[config.mk]
export PLATFORM = sky130hd
export DESIGN_NAME = cpu_status_reg
export DESIGN_NICKNAME = d
export VERILOG_FILES = /design/src/rtl/status_pkg.sv /design/src/rtl/status_ctrl.sv /design/src/rtl/status_dp.sv /design/src/rtl/cpu_status_reg.sv
export SDC_FILE = /design/constraint.sdc
export NUM_CORES = 1
export LEC_CHECK = 0
export BUFFER_PORTS_ARGS = -buffer_cell sky130_fd_sc_hd__buf_2
export CORE_MARGIN = 2
export CORE_UTILIZATION = 44
export CTS_CLUSTER_SIZE = 40
export DETAILED_ROUTE_END_ITERATION = 8
export PLACE_DENSITY = 0.89
export SLEW_MARGIN = 20
export SYNTH_ARGS = -nofsm -noshare
export SYNTH_HDL_FRONTEND = slang
export SYNTH_HIERARCHICAL = 1
export SYNTH_SLANG_ARGS = --single-unit
[constraint.sdc]
create_clock -name clk -period 1.8 [get_ports clk]
set_clock_uncertainty 0.05 [all_clocks]
set_input_delay 0.27 -clock clk [delete_from_list [all_inputs] [get_ports clk]]
set_output_delay 0.27 -clock clk [all_outputs]
set_load 0.02 [all_outputs]
[src/rtl/status_pkg.sv]
package status_pkg;

  typedef enum logic [1:0] {
    OP_ADD   = 2'd0,
    OP_SUB   = 2'd1,
    OP_ROT   = 2'd2,
    OP_LOGIC = 2'd3
  } aluOp_e;

  localparam int STATUS_W = 8;
  localparam int SW_W     = 4;
  localparam int BIT_C    = 0;
  localparam int BIT_AC   = 1;
  localparam int BIT_Z    = 2;
  localparam int BIT_OV   = 3;
  localparam int BIT_PDF  = 4;
  localparam int BIT_TO   = 5;

  typedef struct packed {
    logic arithLoad;
    logic subMode;
    logic rotLoad;
    logic zeroLoad;
    logic swLoad;
    logic toSet;
    logic toClr;
    logic pdfSet;
    logic pdfClr;
  } flagStrobe_t;

endpackage

[src/rtl/status_ctrl.sv]
module status_ctrl
  import status_pkg::*;
(
  input  logic        clk,
  input  logic        rstN,
  input  logic        aluValid,
  input  logic [1:0]  aluOp,
  input  logic        wrEn,
  input  logic        powerUp,
  input  logic        clrWdt,
  input  logic        halt,
  input  logic        wdtTimeout,
  output flagStrobe_t strb
);

  always_comb begin
    strb = '0;
    strb.swLoad = wrEn;
    if (aluValid && !wrEn) begin
      case (aluOp_e'(aluOp))
        OP_ADD:   begin strb.arithLoad = 1'b1; strb.zeroLoad = 1'b1; end
        OP_SUB:   begin strb.arithLoad = 1'b1; strb.subMode = 1'b1; strb.zeroLoad = 1'b1; end
        OP_ROT:   strb.rotLoad = 1'b1;
        default:  strb.zeroLoad = 1'b1;
      endcase
    end
    // watchdog-expired: power-up overrides, time-out beats clear/halt
    strb.toSet  = wdtTimeout && !powerUp;
    strb.toClr  = powerUp || ((clrWdt || halt) && !wdtTimeout);
    // sleep: clear beats a coincident halt
    strb.pdfClr = powerUp || clrWdt;
    strb.pdfSet = halt && !(powerUp || clrWdt);
  end

  assert_write_over_alu_R7: assert property (@(posedge clk) disable iff (!rstN)
    wrEn |-> !(strb.arithLoad || strb.rotLoad || strb.zeroLoad));

  assert_to_timeout_wins_R8: assert property (@(posedge clk) disable iff (!rstN)
    (wdtTimeout && !powerUp) |-> (strb.toSet && !strb.toClr));

  assert_pdf_exclusive_R9: assert property (@(posedge clk) disable iff (!rstN)
    !(strb.pdfSet && strb.pdfClr));

  assert_logic_only_zero_R5: assert property (@(posedge clk) disable iff (!rstN)
    (aluValid && !wrEn && aluOp == 2'd3) |-> (strb.zeroLoad && !strb.arithLoad && !strb.rotLoad));

endmodule

[src/rtl/status_dp.sv]
module status_dp
  import status_pkg::*;
#(
  parameter int DATA_W   = 8,
  parameter int NIBBLE_W = 4
) (
  input  logic                clk,
  input  logic                rstN,
  input  flagStrobe_t         strb,
  input  logic [DATA_W-1:0]   opA,
  input  logic [DATA_W-1:0]   opB,
  input  logic [DATA_W-1:0]   aluResult,
  input  logic                rotLeft,
  input  logic [SW_W-1:0]     wrData,
  output logic [STATUS_W-1:0] statusOut
);

  logic [DATA_W-1:0]   bEff;
  logic [NIBBLE_W:0]   lowSum;
  logic [DATA_W-1:0]   topSum;
  logic [DATA_W:0]     fullSum;
  logic                carryNext, halfNext, ovNext, zeroNext, rotBit;
  logic                cFlag, acFlag, zFlag, ovFlag, pdfFlag, toFlag;

  // subtraction is a + ~b + 1, so carry out equals "no borrow"
  always_comb begin
    bEff    = strb.subMode ? ~opB : opB;
    lowSum  = {1'b0, opA[NIBBLE_W-1:0]} + {1'b0, bEff[NIBBLE_W-1:0]}
            + {{NIBBLE_W{1'b0}}, strb.subMode};
    topSum  = {1'b0, opA[DATA_W-2:0]} + {1'b0, bEff[DATA_W-2:0]}
            + {{(DATA_W-1){1'b0}}, strb.subMode};
    fullSum = {1'b0, opA} + {1'b0, bEff} + {{DATA_W{1'b0}}, strb.subMode};
    carryNext = fullSum[DATA_W];
    halfNext  = lowSum[NIBBLE_W];
    ovNext    = topSum[DATA_W-1] ^ fullSum[DATA_W];
    zeroNext  = ~|aluResult;
    rotBit    = rotLeft ? opA[DATA_W-1] : opA[0];
  end

  always_ff @(posedge clk or negedge rstN) begin
    if (!rstN) begin
      cFlag  <= 1'b0;
      acFlag <= 1'b0;
      zFlag  <= 1'b0;
      ovFlag <= 1'b0;
    end else if (strb.swLoad) begin
      cFlag  <= wrData[BIT_C];
      acFlag <= wrData[BIT_AC];
      zFlag  <= wrData[BIT_Z];
      ovFlag <= wrData[BIT_OV];
    end else begin
      if (strb.arithLoad) begin
        cFlag  <= carryNext;
        acFlag <= halfNext;
        ovFlag <= ovNext;
      end
      if (strb.rotLoad)  cFlag <= rotBit;
      if (strb.zeroLoad) zFlag <= zeroNext;
    end
  end

  always_ff @(posedge clk or negedge rstN) begin
    if (!rstN) begin
      toFlag  <= 1'b0;
      pdfFlag <= 1'b0;
    end else begin
      if (strb.toSet)       toFlag <= 1'b1;
      else if (strb.toClr)  toFlag <= 1'b0;
      if (strb.pdfClr)      pdfFlag <= 1'b0;
      else if (strb.pdfSet) pdfFlag <= 1'b1;
    end
  end

  always_comb begin
    statusOut          = '0;
    statusOut[BIT_C]   = cFlag;
    statusOut[BIT_AC]  = acFlag;
    statusOut[BIT_Z]   = zFlag;
    statusOut[BIT_OV]  = ovFlag;
    statusOut[BIT_PDF] = pdfFlag;
    statusOut[BIT_TO]  = toFlag;
  end

  assert_write_keeps_sys_R7: assert property (@(posedge clk) disable iff (!rstN)
    (strb.swLoad && !strb.toSet && !strb.toClr && !strb.pdfSet && !strb.pdfClr)
      |=> $stable(statusOut[BIT_TO:BIT_PDF]));

  assert_timeout_sets_R8: assert property (@(posedge clk) disable iff (!rstN)
    strb.toSet |=> statusOut[BIT_TO]);

  assert_halt_sets_R9: assert property (@(posedge clk) disable iff (!rstN)
    strb.pdfSet |=> statusOut[BIT_PDF]);

  assert_logic_keeps_R5: assert property (@(posedge clk) disable iff (!rstN)
    (strb.zeroLoad && !strb.arithLoad && !strb.swLoad)
      |=> ($stable(statusOut[BIT_C]) && $stable(statusOut[BIT_AC]) && $stable(statusOut[BIT_OV])));

  assert_idle_hold_R11: assert property (@(posedge clk) disable iff (!rstN)
    (strb == '0) |=> $stable(statusOut));

endmodule

[src/rtl/cpu_status_reg.sv]
module cpu_status_reg
  import status_pkg::*;
#(
  parameter int DATA_W   = 8,
  parameter int NIBBLE_W = 4
) (
  input  logic                clk,
  input  logic                rstN,
  input  logic                aluValid,
  input  logic [1:0]          aluOp,
  input  logic [DATA_W-1:0]   opA,
  input  logic [DATA_W-1:0]   opB,
  input  logic [DATA_W-1:0]   aluResult,
  input  logic                rotLeft,
  input  logic                wrEn,
  input  logic [SW_W-1:0]     wrData,
  input  logic                powerUp,
  input  logic                clrWdt,
  input  logic                halt,
  input  logic                wdtTimeout,
  output logic [STATUS_W-1:0] statusOut
);

  flagStrobe_t strb;

  status_ctrl u_ctrl (
    .clk(clk), .rstN(rstN), .aluValid(aluValid), .aluOp(aluOp), .wrEn(wrEn),
    .powerUp(powerUp), .clrWdt(clrWdt), .halt(halt), .wdtTimeout(wdtTimeout),
    .strb(strb)
  );

  status_dp #(.DATA_W(DATA_W), .NIBBLE_W(NIBBLE_W)) u_dp (
    .clk(clk), .rstN(rstN), .strb(strb), .opA(opA), .opB(opB),
    .aluResult(aluResult), .rotLeft(rotLeft), .wrData(wrData),
    .statusOut(statusOut)
  );

  assert_upper_zero_R10: assert property (@(posedge clk) disable iff (!rstN)
    statusOut[7:6] == 2'b00);

endmodule

[Yosys cells after proc, flatten, opt, wreduce, memory -nomap -nowiden]
Index checks and enable logic that the tools add are counted.
Cells by class
  add/subtract/negate cells: 6
  bitwise gates (word level): 2
  muxes and demuxes: 20
  divide/modulo/power cells: 0
  shift-type cells: 0
  magnitude comparators: 0
  eq/ne operators: 2
  reductions and logical operators: 20
  $mul: 0
Operator list (number)
  1-bit two-way mux: 18
  8-bit by 8-bit adder with 9-bit output: 1
  9-bit by 1-bit adder with 9-bit output: 1
  7-bit by 7-bit adder with 8-bit output: 1
  8-bit by 1-bit adder with 8-bit output: 1
  8-bit two-way mux: 1
  8-bit inverter: 1
  2-bit nonzero test: 4
  8-bit OR reduction: 1
  4-bit by 4-bit adder with 5-bit output: 1
  5-bit by 1-bit adder with 5-bit output: 1
  1-bit zero test: 5
  1-bit logical AND: 4
  4-bit two-way mux: 1
  1-bit logical OR: 3
  3-bit nonzero test: 1
  2-bit by 1-bit equality test with 1-bit output (second input constant): 1
  2-bit equality test (second input constant): 1
  2-bit zero test: 1
  2-bit OR reduction: 1
  1-bit XOR: 1
Word-level totals
  input bits: 39
  output and inout bits: 8
  RAM bits: 0
  word-level logic and storage cells: 56
  memories kept: 0
  ROM bits: 0
  latch bits: 0
  register bits after elaboration: 6

[Longest topological paths before layout]
Gate-level depths: netlist of the first run.
  depth after elaboration: 10
  depth in mapped cells: 10
  mapped depth without buffers: 9

[Modules after synthesis]
Netlist of the first run, hierarchy kept.
Modules (own cells, without submodules)
  status_dp: seq. area each 150.1 um^2, cells an instance 69, times used 1, area each 621.8 um^2
  status_ctrl: seq. area each 0.0 um^2, cells an instance 13, times used 1, area each 87.6 um^2

[Worst setup path after synthesis of the first run]
No wires, ideal clock.
  path type: input-to-reg
  from: input wrEn
  to: register u_dp.ovFlag
  slack: -0.512 ns
  data required time: 1.621 ns
  arrival: 2.132 ns
  buffers on the path: 1
  library setup time: 0.129 ns
  stages on the path: 9
  cells stage by stage: nand2b_4 > nor3_1 > buf_6 > xor2_1 > ha_1 > and2_1 > a221oi_1 > a211oi_1 > o41a_1
RTL lines
  from (decl): RTL line cpu_status_reg.sv:15  | input logic wrEn,
  to (signal assigned): RTL line status_dp.sv:50  | ovFlag <= wrData[BIT_OV];
  to (signal assigned): RTL line status_dp.sv:55  | ovFlag <= ovNext;
  to (decl): RTL line status_dp.sv:23  | logic cFlag, acFlag, zFlag, ovFlag, pdfFlag, toFlag;

==> metrics.txt, run 1 <==
DRC Markers 0; WP data arrival 2160 ps; num ports 47; failing checks negative setup slack; VDD IR max 0.442 mV; CTS Root Cell clkbuf_4; Period minus WS final 2100 ps; Startpoint Class input pin; Iteration-0 DRC Markers 12; Total Die Area 1950 µm²; largest net degree at the start of global routing 10; CTS Buf Count 3; TritonRoute pass-1 iters 4; detailed-placement wirelength estimate 1460 µm; number of global-route vias before repair 766; peak fanout along the critical path 8; DP Area 966 µm²; CTS sink count 6; gr usage total 0.203; fin crit share 1.17; vias per inst 5.25; Skew-Pair Late Insertion Delay 240 ps; Core ar. 1510 µm²; first-pass GRT wire length 2880 µm; Main synth FF type dfrtp_1; Worst EP required 1870 ps; outcome complete, but fails checks; final hold violation count 0; # port buffers 44; syn avg cell area 8.65 µm²; Post-Route WL 1980 µm; Peak Freq 477 MHz; PwrDens 473 nW/µm²; Std-Cell Rows 14; sequential cell area fraction in the yosys report 0.212; layout net count 182; post-layout instance area 1110 µm²; count of different cell masters after synthesis 33; RSZ-0062 raised after global routing yes; CTS clock-pin slew for the worst setup and hold paths 40 ps; Max Buffers Root-to-Sink 2; initial antenna violation count 0; H-tree levels 1; setup slack after layout -298 ps; initial core utilization 0.471; width of the die 44.2 µm; CP endpoint kind flop; total congestion overflow 0; final antenna-violating net count 0; Post-Syn Instances 82; Area Growth Syn to Fin 56.3%; final setup TNS -447 ps; leak pwr 0.582 nW; register bit total from synthesis 6; CTS tree built; max-cap violations 0; via count 788; Post-synth EDFFs 0; filler cell count 97; gp weighted congestion 0.735; kind of critical path input pin to flop; synth warn 6; Avg WL per Cell 13.2 µm; Final Max Slew Viols 0; setup violators final 2; Post-Syn Area 709 µm²; layout cells sized above 1 0.612; ys async rst share 1.00; DIE HEIGHT 44.2 µm; Ant. Diodes 0; min-delay worst type input pin to flop
registers in the layout, indices dropped and copies added, names as in the netlist:
name,cells
u_dp/pdfFlag,1
u_dp/acFlag,1
u_dp/toFlag,1
u_dp/cFlag,1
u_dp/zFlag,1
u_dp/ovFlag,1
path summary, 6_finish.rpt:
path | slack, ps | depth (start not counted) | start | end
max in group asynchronous | 1230 | 2 | rstN | u_dp/ovFlag
worst max register to register | 670 | 3 | u_dp/cFlag | u_dp/cFlag
worst max-delay path | -300 | 11 | wrEn | u_dp/ovFlag
min in group asynchronous | 330 | 2 | rstN | u_dp/zFlag
worst min-delay path | 190 | 3 | wrData[2] | u_dp/zFlag
worst min register to register | 420 | 1 | u_dp/toFlag | u_dp/toFlag
kinds of logic after synthesis:
family	count (synthesis)	synth area share
DFF	6	0.212
and+or+nand+nor	29	0.229
buffers and inverters	15	0.138
xor gates and xnor gates	7	0.0864
muxes	2	0.0300
AOI/OAI and AO/OA	15	0.176
adders and majority gates	7	0.123
other	1	0.00529
per-stage QoR:
stage,worst slack (ps),power [mW],hold slack [ps],utilization,std cells
2_1_floorplan,-346,0.296,-75.6,-,83
3_3_place_gp,-513,0.360,47.6,0.641,142
3_5_place_dp,-602,0.370,49.7,0.641,142
4_1_cts,-309,0.519,181,0.711,150
5_1_grt,-368,0.564,192,0.736,150
6_report,-298,0.525,193,0.736,150
per-layer routing:
| layer | share of wire | track usage |
|---|---|---|
| met5 | 0 | 0 |
| met4 | 0.020 | 0.0970 |
| met3 | 0.078 | 0.0612 |
| met2 | 0.54 | 0.379 |
| met1 | 0.36 | 0.202 |
area by class of cell:
class                   instances  area (µm²)  share of cell area
clock buffers                   3        22.5              0.0203
inverters                       4        15.0              0.0135
multi-input cells              62         552               0.498
flip-flops and latches          6         150               0.135
well taps                      16        20.0              0.0181
repair buffers                 59         349               0.315
critical path, cell delays in order:
cell	delay [ps]
buf_6	90
nand2b_4	140
nor3_4	110
buf_6	170
xor2_2	160
ha_1	280
a21oi_2	150
nor2b_2	70
o311ai_4	260
a211oi_2	120
o41a_1	330
power breakdown:
part | switching, mW | total, mW | internal, mW
Sequential | 0.00582 | 0.153 | 0.147
Clock | 0.0469 | 0.122 | 0.0753
Combinational | 0.124 | 0.250 | 0.126
Total | 0.177 | 0.525 | 0.348
Yosys cell counts, types with 2 or more instances:
| master | count | area (µm²) |
|---|---|---|
| buf_4 | 9 | 67.6 |
| nor4_1 | 3 | 18.8 |
| a221oi_1 | 2 | 17.5 |
| nor3_1 | 2 | 10.0 |
| a21oi_1 | 2 | 10.0 |
| nor2_1 | 8 | 30.0 |
| nor2b_1 | 4 | 25.0 |
| dfrtp_1 | 6 | 150 |
| ha_1 | 7 | 87.6 |
| o21ai_0 | 3 | 15.0 |
| inv_1 | 4 | 15.0 |
| xor2_1 | 7 | 61.3 |
| nand2_1 | 5 | 18.8 |
repair_timing:
item,in CTS,in global routing
endpoints found under the setup margin,3,3
resized for setup,8,8
gates cloned,0,0
pin swaps,7,4
hold endpoints to repair,6,0
setup buffers,4,1
hold buffers,1,0
cells in the final DEF, fill, tap and decap left out, types with 2 or more instances in the layout:
master,n
buf_2,43
buf_4,12
nor2_1,7
ha_1,6
dfrtp_1,6
xor2_1,5
nand2_1,5
clkbuf_4,3
buf_6,3
inv_1,3
nor2b_1,3
o21ai_0,3
xor2_2,2
nor4_1,2
conb_1,2
No activity file was read; power rests on OpenSTA's default activity.
==> run 2: changes to the inputs <==
- CELL_PAD_IN_SITES_DETAIL_PLACEMENT: unset -> 1
- CELL_PAD_IN_SITES_GLOBAL_PLACEMENT: unset -> 1
- CORE_MARGIN: 2 -> 10
- CORE_UTILIZATION: 44 -> 30
- PLACE_DENSITY: 0.89 -> 0.88
==> metrics.txt, run 2 (same netlist as run 1, synthesis figures left out) <==
Std-Cell Rows 17 (was 14); cell mode on critical path buf_6 (unchanged); gp weighted congestion 0.805 (was 0.735); Peak Freq 471 MHz (was 477 MHz); CTS Root Cell clkbuf_4 (unchanged); Worst R2R End u_dp/cFlag (unchanged); largest net degree at the start of global routing 10 (unchanged); max-cap violations 0 (unchanged); RSZ-0062 raised after global routing yes (unchanged); width of the die 68.6 µm (was 44.2 µm); final setup TNS -438 ps (was -447 ps); outcome complete, but fails checks (unchanged); Ant. Diodes 0 (unchanged); CTS Buf Count 3 (unchanged); DP Area 981 µm² (was 966 µm²); # port buffers 44 (unchanged); DRC Markers 0 (unchanged); CTS clock-pin slew for the worst setup and hold paths 50 ps (was 40 ps); Period minus WS final 2120 ps (was 2100 ps); H-tree levels 1 (unchanged); kind of critical path input pin to flop (unchanged); Startpoint Class input pin (unchanged); initial antenna violation count 0 (unchanged); layout cells sized above 1 0.583 (was 0.612); final hold violation count 0 (unchanged); critical path's largest stage delay 380 ps (was 330 ps); first-pass GRT wire length 3990 µm (was 2880 µm); crit path from wrEn (unchanged); R2R setup slack 600 ps (was 670 ps); via count 766 (was 788); R2R Path Start u_dp/cFlag (unchanged); failing checks negative setup slack (unchanged); min-delay worst type input pin to flop (unchanged); setup violators final 2 (unchanged); VDD IR max 0.297 mV (was 0.442 mV); Total Die Area 4710 µm² (was 1950 µm²); leak pwr 0.571 nW (was 0.582 nW); Slowest cell on crit path o41a_1 (unchanged); Avg WL per Cell 16.3 µm (was 13.2 µm); most frequent cells in the layout buf_2 (43), buf_4 (11), nor2_1 (7), ha_1 (7) (was buf_2 (43), buf_4 (12), nor2_1 (7), ha_1 (6), dfrtp_1 (6)); CTS sink count 6 (unchanged); DIE HEIGHT 68.6 µm (was 44.2 µm); Placed Instances 154 (was 142); worst-path cell chain buf_6 > nand2b_4 > nor3_4 > buf_6 > xor2_2 > ha_1 > a21oi_2 > nor2b_2 > o311ai_4 > a211oi_2 > o41a_1 (unchanged); total congestion overflow 0 (unchanged); Post-Route WL 2620 µm (was 1980 µm); commonest non-fill, non-tap cell in the layout buf_2 (unchanged); TritonRoute pass-1 iters 4 (unchanged); PwrDens 484 nW/µm² (was 473 nW/µm²); post-layout instance area 1090 µm² (was 1110 µm²); crit path capture u_dp/ovFlag (unchanged); Iteration-0 DRC Markers 26 (was 12); gr usage total 0.110 (was 0.203); layout net count 180 (was 182); WP data arrival 2190 ps (was 2160 ps); initial core utilization 0.318 (was 0.471); final antenna-violating net count 0 (unchanged); setup slack after layout -324 ps (was -298 ps); Core ar. 2230 µm² (was 1510 µm²); Area Growth Syn to Fin 53.1% (was 56.3%); Final Max Slew Viols 0 (unchanged); filler cell count 294 (was 97); Non-Filler Instances 160 (was 150); detailed-placement wirelength estimate 2320 µm (was 1460 µm); Skew-Pair Late Insertion Delay 240 ps (about the same); fin crit share 1.18 (was 1.17); FF-to-FF path depth 3 (unchanged); number of global-route vias before repair 886 (was 766); CP endpoint kind flop (unchanged); peak fanout along the critical path 7 (was 8); Worst EP required 1870 ps (about the same); Max Buffers Root-to-Sink 2 (unchanged); CTS tree built (unchanged); num ports 47 (unchanged); vias per inst 4.79 (was 5.25)
[run 2: changes by cell type in the layout (fill, tap and decap cells not counted), sizes merged]
cell / before / now
buf: 58 / 56
[run 2: what timing repair did]
action,in CTS,in global routing
gates resized for setup,6,4
setup endpoints to repair,3,3
pin swaps,4,5
buffers inserted,2,2
cloned,0,0
hold buffers,1,0
hold endpoints to repair,6,0
[run 2: report_power, final]
part / internal [mW] / switching [mW]
sequential: 0.147 / 0.00655
combinational: 0.123 / 0.123
clock: 0.0756 / 0.0503
[run 2: how the worst min path moves through the flow]
| stage | slack [ps] | cells after the start | from | to |
|---|---|---|---|---|
| 2_1_floorplan | -80 | 0 | rstN | u_dp/acFlag |
| 3_3_place_gp | 50 | 1 | rstN | u_dp/toFlag |
| 3_5_place_dp | 50 | 1 | rstN | u_dp/toFlag |
| 4_1_cts | 190 | 3 | wrData[1] | u_dp/acFlag |
| 5_1_grt | 190 | 3 | wrData[2] | u_dp/zFlag |
| 6_report | 190 | 3 | wrData[1] | u_dp/acFlag |
[run 2: metrics by stage]
stage | hold slack, ps | utilization | power (mW) | setup slack [ps]
3_3_place_gp | 50.3 | 0.439 | 0.364 | -527
2_1_floorplan | -75.6 | - | 0.296 | -346
3_5_place_dp | 55.0 | 0.439 | 0.379 | -607
6_report | 194 | 0.486 | 0.525 | -324
5_1_grt | 193 | 0.486 | 0.567 | -458
4_1_cts | 192 | 0.476 | 0.527 | -318
[run 2: critical path, delay by kind of cell]
family / cells / cell delay [ps]
AOI/OAI and AO/OA: 4 / 950
xor gates and xnor gates: 1 / 130
adders and majority gates: 1 / 270
buffers and inverters: 2 / 250
and+or+nand+nor: 3 / 320
[run 2: cell type report]
class,instances,area [µm²],share of cell area
multi-input cells,62,533,0.491
repair buffers,57,330,0.304
flip-flops and latches,6,150,0.138
well taps,28,35.0,0.0323
clock buffers,3,22.5,0.0207
inverters,4,15.0,0.0138
[run 2: per-layer routing]
metal | GRT usage | vias up | wire length, µm
met2 | 0.212 | 20 | 1550
met4 | 0.0477 | 0 | 53
met1 | 0.109 | 366 | 875
met5 | 0 | - | 0
li1 | - | 376 | -
met3 | 0.0225 | 4 | 136
